`config.mk`:
```
export PLATFORM = sky130hd
export DESIGN_NAME = step_drive_ctrl
export DESIGN_NICKNAME = d
export VERILOG_FILES = /design/src/rtl/sdc_pkg.sv /design/src/rtl/sdc_pad_filter.sv /design/src/rtl/sdc_mode_ctrl.sv /design/src/rtl/sdc_pulse_gen.sv /design/src/rtl/step_drive_ctrl.sv
export SDC_FILE = /design/constraint.sdc
export NUM_CORES = 1
export LEC_CHECK = 0
export BUFFER_PORTS_ARGS = -buffer_cell sky130_fd_sc_hd__buf_4
export CAP_MARGIN = 25
export CORE_MARGIN = 2
export CORE_UTILIZATION = 45
export CTS_BUF_LIST = sky130_fd_sc_hd__clkbuf_4 sky130_fd_sc_hd__clkbuf_8 sky130_fd_sc_hd__clkbuf_16
export DETAILED_ROUTE_END_ITERATION = 16
export GPL_TIMING_DRIVEN = 1
export PLACE_DENSITY = 0.74
export RECOVER_POWER = 50
export REMOVE_ABC_BUFFERS = 1
export SLEW_MARGIN = 25
export SYNTH_ARGS = -nofsm -noshare
export SYNTH_HDL_FRONTEND = slang
export SYNTH_SLANG_ARGS = --single-unit
```
`constraint.sdc`:
```
create_clock -name clk -period 1.9 [get_ports clk]
set_input_delay 0.095 -clock clk [delete_from_list [all_inputs] [get_ports clk]]
set_output_delay 0.095 -clock clk [all_outputs]
set_load 0.01 [all_outputs]
```
`src/rtl/sdc_pkg.sv`:
```
package sdc_pkg;
  typedef enum logic [1:0] {
    PAD_RUN  = 2'd0,
    PAD_STOP = 2'd1,
    PAD_TEST = 2'd2
  } pad_req_t;

  typedef enum logic [1:0] {
    M_RUN  = 2'd0,
    M_STOP = 2'd1,
    M_TEST = 2'd2,
    M_WAIT = 2'd3
  } drv_mode_t;
endpackage

```
`src/rtl/sdc_pad_filter.sv`:
```
module sdc_pad_filter
  import sdc_pkg::*;
#(
  parameter int SYNC_STAGES = 2
) (
  input  logic     clk,
  input  logic     rst_n,
  input  logic     tick,
  input  logic     pad_high,
  input  logic     pad_low,
  output pad_req_t req
);
  logic [SYNC_STAGES-1:0] hi_sync_q, lo_sync_q;
  pad_req_t sample;
  pad_req_t last_q, last_d;
  pad_req_t req_q, req_d;

  always_ff @(posedge clk or negedge rst_n) begin
    if (!rst_n) begin
      hi_sync_q <= '0;
      lo_sync_q <= '0;
    end else begin
      hi_sync_q <= {hi_sync_q[SYNC_STAGES-2:0], pad_high};
      lo_sync_q <= {lo_sync_q[SYNC_STAGES-2:0], pad_low};
    end
  end

  always_comb begin
    if (hi_sync_q[SYNC_STAGES-1])      sample = PAD_STOP;
    else if (lo_sync_q[SYNC_STAGES-1]) sample = PAD_TEST;
    else                               sample = PAD_RUN;
    last_d = last_q;
    req_d  = req_q;
    if (tick) begin
      last_d = sample;
      if (sample == last_q) req_d = sample;
    end
  end

  always_ff @(posedge clk or negedge rst_n) begin
    if (!rst_n) begin
      last_q <= PAD_RUN;
      req_q  <= PAD_RUN;
    end else begin
      last_q <= last_d;
      req_q  <= req_d;
    end
  end

  assign req = req_q;


  req_on_tick_chk: assert property (@(posedge clk) disable iff (!rst_n)
    !tick |=> $stable(req_q));
endmodule

```
`src/rtl/sdc_mode_ctrl.sv`:
```
module sdc_mode_ctrl
  import sdc_pkg::*;
#(
  parameter int TICKS_PER_SEC = 32,
  localparam int WAIT_W = $clog2(TICKS_PER_SEC)
) (
  input  logic     clk,
  input  logic     rst_n,
  input  logic     tick_32hz,
  input  logic     tick_1hz,
  input  pad_req_t req,
  output logic     fire,
  output logic     low_duty
);
  localparam logic [WAIT_W-1:0] LAST_TICK = WAIT_W'(TICKS_PER_SEC - 1);

  drv_mode_t mode_q, mode_d;
  logic [WAIT_W-1:0] cnt_q, cnt_d;
  logic low_q, low_d;

  always_comb begin
    mode_d = mode_q;
    cnt_d  = '0;
    fire   = 1'b0;
    unique case (mode_q)
      M_RUN: begin
        fire = tick_1hz;
        if (req == PAD_STOP)      mode_d = M_STOP;
        else if (req == PAD_TEST) mode_d = M_TEST;
      end
      M_STOP: begin
        if (req == PAD_TEST)     mode_d = M_TEST;
        else if (req == PAD_RUN) mode_d = M_WAIT;
      end
      M_TEST: begin
        fire = tick_32hz;
        if (req == PAD_STOP)     mode_d = M_STOP;
        else if (req == PAD_RUN) mode_d = M_WAIT;
      end
      M_WAIT: begin
        cnt_d = cnt_q;
        if (req == PAD_STOP)      mode_d = M_STOP;
        else if (req == PAD_TEST) mode_d = M_TEST;
        else if (tick_32hz) begin
          if (cnt_q == LAST_TICK) begin
            fire   = 1'b1;
            mode_d = M_RUN;
            cnt_d  = '0;
          end else begin
            cnt_d = cnt_q + 1'b1;
          end
        end
      end
      default: mode_d = M_RUN;
    endcase

    low_d = low_q;
    if (mode_d == M_WAIT && mode_q != M_WAIT) low_d = 1'b1;
    else if (mode_d == M_TEST)                low_d = 1'b0;
    else if (fire && mode_q == M_RUN)         low_d = 1'b0;
  end

  always_ff @(posedge clk or negedge rst_n) begin
    if (!rst_n) begin
      mode_q <= M_RUN;
      cnt_q  <= '0;
      low_q  <= 1'b0;
    end else begin
      mode_q <= mode_d;
      cnt_q  <= cnt_d;
      low_q  <= low_d;
    end
  end

  assign low_duty = low_q;


  wait_duty_chk: assert property (@(posedge clk) disable iff (!rst_n)
    (mode_q == M_WAIT) |-> low_q);


  wait_fire_chk: assert property (@(posedge clk) disable iff (!rst_n)
    (mode_q == M_WAIT && fire) |=> (mode_q == M_RUN));
endmodule

```
`src/rtl/sdc_pulse_gen.sv`:
```
module sdc_pulse_gen #(
  parameter int PW_W = 8
) (
  input  logic            clk,
  input  logic            rst_n,
  input  logic            fire,
  input  logic            abort,
  input  logic [PW_W-1:0] width,
  output logic            active,
  output logic            positive
);
  logic [PW_W-1:0] on_q, on_d;
  logic pol_q, pol_d;
  logic start;

  always_comb begin
    start = fire && (on_q == '0) && (width != '0) && !abort;
    pol_d = pol_q;
    if (abort)            on_d = '0;
    else if (start)       on_d = width;
    else if (on_q != '0)  on_d = on_q - 1'b1;
    else                  on_d = '0;
    if (start) pol_d = ~pol_q;
  end

  always_ff @(posedge clk or negedge rst_n) begin
    if (!rst_n) begin
      on_q  <= '0;
      pol_q <= 1'b0;
    end else begin
      on_q  <= on_d;
      pol_q <= pol_d;
    end
  end

  assign active   = (on_q != '0);
  assign positive = pol_q;


  dir_flip_chk: assert property (@(posedge clk) disable iff (!rst_n)
    (!active && $past(rst_n) && fire && width != '0 && !abort) |=> (active && positive != $past(positive)));
endmodule

```
`src/rtl/step_drive_ctrl.sv`:
```
module step_drive_ctrl
  import sdc_pkg::*;
#(
  parameter int PW_W          = 8,
  parameter int DUTY_W        = 3,
  parameter int TICKS_PER_SEC = 32,
  parameter int SYNC_STAGES   = 2
) (
  input  logic              clk,
  input  logic              rst_n,
  input  logic              tick_32hz,
  input  logic              tick_1hz,
  input  logic              pad_high,
  input  logic              pad_low,
  input  logic [PW_W-1:0]   pulse_width,
  input  logic [DUTY_W-1:0] duty_cfg,
  output logic              sw_hi_a,
  output logic              sw_lo_a,
  output logic              sw_hi_b,
  output logic              sw_lo_b,
  output logic [DUTY_W-1:0] duty_level
);
  pad_req_t req;
  logic fire, low_duty, active, positive;

  sdc_pad_filter #(.SYNC_STAGES(SYNC_STAGES)) u_filter (
    .clk(clk), .rst_n(rst_n), .tick(tick_32hz),
    .pad_high(pad_high), .pad_low(pad_low), .req(req)
  );

  sdc_mode_ctrl #(.TICKS_PER_SEC(TICKS_PER_SEC)) u_mode (
    .clk(clk), .rst_n(rst_n), .tick_32hz(tick_32hz), .tick_1hz(tick_1hz),
    .req(req), .fire(fire), .low_duty(low_duty)
  );

  sdc_pulse_gen #(.PW_W(PW_W)) u_pulse (
    .clk(clk), .rst_n(rst_n), .fire(fire), .abort(req == PAD_STOP),
    .width(pulse_width), .active(active), .positive(positive)
  );

  assign sw_hi_a    = active &&  positive;
  assign sw_lo_b    = active &&  positive;
  assign sw_hi_b    = active && !positive;
  assign sw_lo_a    = active && !positive;
  assign duty_level = low_duty ? '0 : duty_cfg;


  no_shoot_chk: assert property (@(posedge clk) disable iff (!rst_n)
    !((sw_hi_a && sw_lo_a) || (sw_hi_b && sw_lo_b)));


  stop_open_chk: assert property (@(posedge clk) disable iff (!rst_n)
    (req == PAD_STOP) |=> !(sw_hi_a || sw_lo_a || sw_hi_b || sw_lo_b));
endmodule

```
==> results of run 1 <==
-- worst max-delay path, stage by stage (launching register included) --
cell and delay [ns]:
dfrtp_1 0.43, ha_1 0.23, and3_1 0.20, ha_1 0.22, buf_4 0.16, or3b_1 0.36, a21oi_1 0.16
-- layer usage --
metal | routed length [um] | up-vias | global-route usage [%]
met2 | 1480 | 32 | 30.7
met3 | 111 | 2 | 2.60
li1 | - | 593 | -
met5 | 0 | - | 0
met1 | 1330 | 596 | 23.8
met4 | 16 | 0 | 5.71
-- registers in the layout (all words and copies together) (netlist names) --
register,count
u_pulse.positive,1
u_filter.lo_sync_q,2
u_pulse.on_q,8
u_filter.last_q,2
u_filter.hi_sync_q,2
u_mode.mode_q,2
u_filter.req,2
u_mode.cnt_q,5
u_mode.low_duty,1
-- synthesized netlist by cell type (all sizes together) --
cell type,count
xor2,2
or4b,1
nand4b,1
nand3b,1
nor4,3
inv,10
o211ai,1
and3,3
nand4,2
mux2i,4
nor3,4
dfrtp,25
clkbuf,1
nor3b,1
buf,7
a311oi,1
nand3,3
a21o,1
ha,4
a21oi,13
or2,2
a221oi,2
o22ai,9
mux2,1
a31oi,2
nor2b,8
or2b,1
a211oi,2
xnor2,2
nor2,11
nand2,11
o21ai,4
nor4b,1
o32ai,1
or3b,2
or4,1
a2111oi,1
-- how the worst min path moves through the flow --
stage / end / slack (ns)
6_report: u_pulse.on_q[6] / 0.01
4_1_cts: u_pulse.on_q[6] / 0.004
5_1_grt: u_pulse.on_q[7] / 0.01
2_1_floorplan: u_filter.hi_sync_q[0] / -0.20
3_3_place_gp: u_filter.lo_sync_q[0] / 0.01
3_5_place_dp: u_filter.last_q[1] / 0.02
-- cell type report --
class | instances | share of cell area [%]
clock inverters | 1 | 0.438
flip-flops and latches | 25 | 36.5
well taps | 44 | 3.21
clock buffers | 3 | 1.31
repair buffers | 32 | 14.2
multi-input cells | 106 | 42.1
inverters | 10 | 2.19
-- through the flow --
step	instances	setup TNS, ns	hold WS (ns)	power (uW)
after floorplan	141	0	-0.201	1390
after global placement	212	0	0.0130	1700
after detailed placement	212	0	0.0154	1740
after CTS	219	0	0.00399	2000
after global routing	221	-0.0629	0.0121	2210
final	221	0	0.0146	2030
-- cell families after synthesis --
group	synth area share, %
mux	3.63
simple gates	23.5
flops	44.3
xor+xnor	2.48
fa+ha+maj	3.55
compound gates	16.6
buf+inv	5.94
-- what timing repair did --
action / CTS / global route
hold endpoints to repair: 27 / 0
setup endpoints to repair: 0 / 15
hold buffers: 3 / 0
resized for setup: 0 / 5
setup buffers: 0 / 2
-- power by group through the flow --
stage / registers (uW) / clock network, uW / logic [uW]
global route: 808 / 286 / 1120
detailed placement: 792 / 0 / 946
finish: 783 / 250 / 998
global placement: 781 / 0 / 920
floorplan: 758 / 0 / 637
CTS: 781 / 259 / 957
==> metrics, run 1 <==
grt ovf 0; Clock power frac 12.3%; # rows 20; R2R cell count 6; commonest non-fill, non-tap cell in the layout buf_4; Storage cell area 626 um2; Final WS setup 0.0758 ns; VDD IR max 0.544 mV; Sw Share 40.6%; Clock Latency Late Sink 0.32 ns; crit path max fanout 5; startpoint types register; Internal 1210 uW; vias after detailed routing 1,223; Seq/Total Area, Yosys 44.3%; Via density 5.53; Critical Path End Type register; final setup violation count 0; Final ANT Viol Nets 0; FF+latch count, synth 25; Final Skew 0.00243 ns; CTS Root Cell clkbuf_4; htree depth 1; residual DRC count 0; Num CTS Buffers 3; Critical Setup Path Class register to register; Worst EP arrival 2.08 ns; Ant. Diodes 0; core area 3030 um2; CP Capture Point u_mode.cnt_q[1]; Hold Crit Class input port to register; IO buf count 23; period utilization 96.0%; yosys warns 0; pwr/cell area 1190 nW/um2; all-layer global routing usage 18.1%; Pre-antenna DRT Iters 4; post-route cell area 1710 um2; Sw Pwr 825 uW; Slew headroom 11.4%; largest net degree at the start of global routing 26; Starting Density 46.6%; die width 60.0 um; cell taking the most area after synthesis dfrtp_1; Hold Violations, Final 0; NumNets Final 199; drt wl/cell 13.3 um; Layout Area Growth over Synthesis 21.5%; post-synth top area share 44.3%; WL final 2930 um; CTS tree done; combined area of the multi-input logic cells 722 um2; first-pass GRT wire length 4900 um; Layout Utilization 56.6%; # IOs 24; Reg clk slew, reported paths 0.14 ns; placed cell area 1620 um2; syn_area_per_cell 9.47 um2; Worst Tran Pin Value 1.33 ns; HPWL Detailed 2240 um; Slew Viols, Final 0; routability cong. 0.788; min Tclk post-route 1.82 ns; fraction of layout cells with a size suffix above 1 24.9%; initial DRC count 51; most frequent cells in the layout buf_4, dfrtp_1, a21oi_1, nor2_1, nand2_1; initial antenna violation count 0; combinational share of power 49.1%; Cells on Worst Hold Path 3; post-synthesis cell type count 41; vias in the first global route 1,178; Critical Path RT 2.16 ns; Crit Reg-Reg Startpoint u_mode.cnt_q[0]; Die Ht 60.0 um; clock buffer depth 2; Setup WS pre-CTS 0.0764 ns; Synth area leaders dfrtp_1, a21oi_1, o22ai_1; Reg power frac 38.5%; number of fill cells in the layout 275; Worst Hold Launch pulse_width[6]; status finished, final reports clean; flop2flop setup slack 0.08 ns; CTS Sinks 25; Max Freq 0.548 GHz; mapped cell area 1410 um2; crit path launch u_mode.cnt_q[0]; Leak 0.000776 uW; Reg-to-Reg End u_mode.cnt_q[1]; die area 3600 um2; Max Cap Viol 0; Cells after Synth 149
Note: power is estimated with default switching activity, not from simulation.
==> run 2, diff against run 1 <==
--- a/config.mk
+++ b/config.mk
@@ -7,7 +7,7 @@
 export LEC_CHECK = 0
 export BUFFER_PORTS_ARGS = -buffer_cell sky130_fd_sc_hd__buf_4
 export CAP_MARGIN = 25
-export CORE_MARGIN = 2
+export CORE_MARGIN = 8
 export CORE_UTILIZATION = 45
 export CTS_BUF_LIST = sky130_fd_sc_hd__clkbuf_4 sky130_fd_sc_hd__clkbuf_8 sky130_fd_sc_hd__clkbuf_16
 export DETAILED_ROUTE_END_ITERATION = 16
==> metrics, run 2 (same netlist as run 1, synthesis figures left out) <==
residual DRC count 0 (unchanged); Slew headroom 12.1% (+0.70 points); # IOs 24 (unchanged); Regs by FF count u_pulse.on_q: 8 flops, u_mode.cnt_q: 5 flops; Critical Setup Path Class register to register; initial antenna violation count 0 (unchanged); # rows 20 (unchanged); NumNets Final 198 (-0.50%); status finished, final reports clean; max reg flops 8 (unchanged); Final ANT Viol Nets 0 (unchanged); drt wl/cell 14.3 um (+7.6%); die area 5180 um2 (+44%); Num CTS Buffers 3 (unchanged); pwr/cell area 1190 nW/um2 (+0.11%); startpoint types register; most frequent cells in the layout buf_4, dfrtp_1, a21oi_1, nor2_1, nand2_1; Layout Utilization 57.2% (+0.58 points); HPWL Detailed 2370 um (+5.8%); Leak 0.000760 uW (-2.0%); htree depth 1 (unchanged); Layout Area Growth over Synthesis 22.7%; Pre-antenna DRT Iters 4 (unchanged); min Tclk post-route 1.79 ns (-0.0386 ns); placed cell area 1620 um2 (-0.46%); crit path max fanout 5 (unchanged); vias after detailed routing 1,229 (+0.49%); worst hold slack 0.0223 ns (+0.00769 ns); CTS Root Cell clkbuf_4; VDD IR max 0.508 mV (-6.7%); WL final 3140 um (+7.2%); Hold Violations, Final 0 (unchanged); all-layer global routing usage 12.9% (-5.2 points); Starting Density 46.6% (unchanged); CTS Sinks 25 (unchanged); Reg with most FFs u_pulse.on_q; final setup violation count 0 (unchanged); largest net degree at the start of global routing 26 (unchanged); Ant. Diodes 0 (unchanged); Worst Tran Pin Value 1.32 ns (-0.0105 ns); Max Freq 0.560 GHz (+2.2%); fraction of layout cells with a size suffix above 1 26.1% (+1.3 points); grt ovf 0 (unchanged); IO buf count 23 (unchanged); Worst EP arrival 2.05 ns (-0.03 ns); routability cong. 0.819 (+3.9%); die width 72.0 um (+20%); Critical Path End Type register; setup_tns 0 ns (unchanged); Die Ht 72.0 um (+20%); Max Cap Viol 0 (unchanged); Hold Crit Class input port to register; Final Skew 0.00252 ns (+0.0000922 ns); Clock Latency Late Sink 0.32 ns (about the same); first-pass GRT wire length 5490 um (+12%); period utilization 94.0% (-2.0 points); CTS tree done; vias in the first global route 1,271 (+7.9%); Critical Path RT 2.16 ns (about the same); post-route cell area 1730 um2 (+1.0%); clock buffer depth 2 (unchanged); Slew Viols, Final 0 (unchanged); core area 3030 um2 (unchanged); number of fill cells in the layout 271 (-1.5%); initial DRC count 90 (+76%); Via density 5.59 (+0.95%); Reg clk slew, reported paths 0.14 ns (about the same)
==> run 2: cell count changes in the layout (fill, tap and decap cells not counted), sizes merged <==
cell    delta
buf        -2
clkbuf     +1
==> run 2: per-stage QoR <==
stage / std cells / total power [uW] / setup slack (ns)
CTS: 218 / 2010 / 0.00920
global placement: 211 / 1700 / 0.155
finish: 220 / 2050 / 0.114
global route: 220 / 2230 / -0.0217
floorplan: 141 / 1390 / 0.154
detailed placement: 211 / 1740 / 0.0488
==> run 2: routing by layer <==
layer	vias to the layer above	part of all wire [%]	GRT usage, %
met5	-	0	0
met2	45	51	22.3
met4	0	0.57	4.31
li1	592	-	-
met3	2	7.0	3.31
met1	590	42	15.1
==> run 2: final cells by class <==
class | instances | area, um2 | area share [%]
Tap cell | 44 | 55.1 | 3.18
Timing Repair Buffer | 31 | 236 | 13.7
Multi-Input combinational cell | 106 | 747 | 43.1
Clock buffer | 3 | 22.5 | 1.30
Sequential cell | 25 | 626 | 36.1
Inverter | 10 | 37.5 | 2.17
Clock inverter | 1 | 7.51 | 0.434
==> run 2: what timing repair did <==
item	CTS	global route
gates resized for setup	1	9
setup buffers	0	2
hold endpoints to repair	27	0
pin swaps	0	5
endpoints found under the setup margin	4	16
hold buffers	3	0
==> run 2: worst paths after layout <==
path | from | end | slack (ns) | cells past startpoint
max in group asynchronous | rst_n | u_pulse.on_q[7] | 0.56 | 2
worst min-delay path | pulse_width[6] | u_pulse.on_q[6] | 0.02 | 3
worst max-delay path | u_mode.cnt_q[0] | u_pulse.on_q[1] | 0.11 | 8
worst min register to register | u_filter.lo_sync_q[0] | u_filter.lo_sync_q[1] | 0.37 | 0
min in group asynchronous | rst_n | u_mode.cnt_q[1] | 0.57 | 2
worst max register to register | u_mode.cnt_q[0] | u_pulse.on_q[1] | 0.11 | 8
==> run 2: where the power goes <==
| part | switching, uW | internal [uW] | total (uW) |
|---|---|---|---|
| Clock | 166 | 80.5 | 247 |
| Sequential | 144 | 638 | 782 |
| Combinational | 526 | 499 | 1030 |
==> run 2: worst max-delay path, stage by stage, from the launching register on <==
cell and delay (ns):
dfrtp_1 0.43, ha_2 0.21, and3_4 0.19, ha_4 0.14, nand3_1 0.11, o22ai_2 0.24, buf_4 0.15, nand4_1 0.10
a21oi_2 0.14
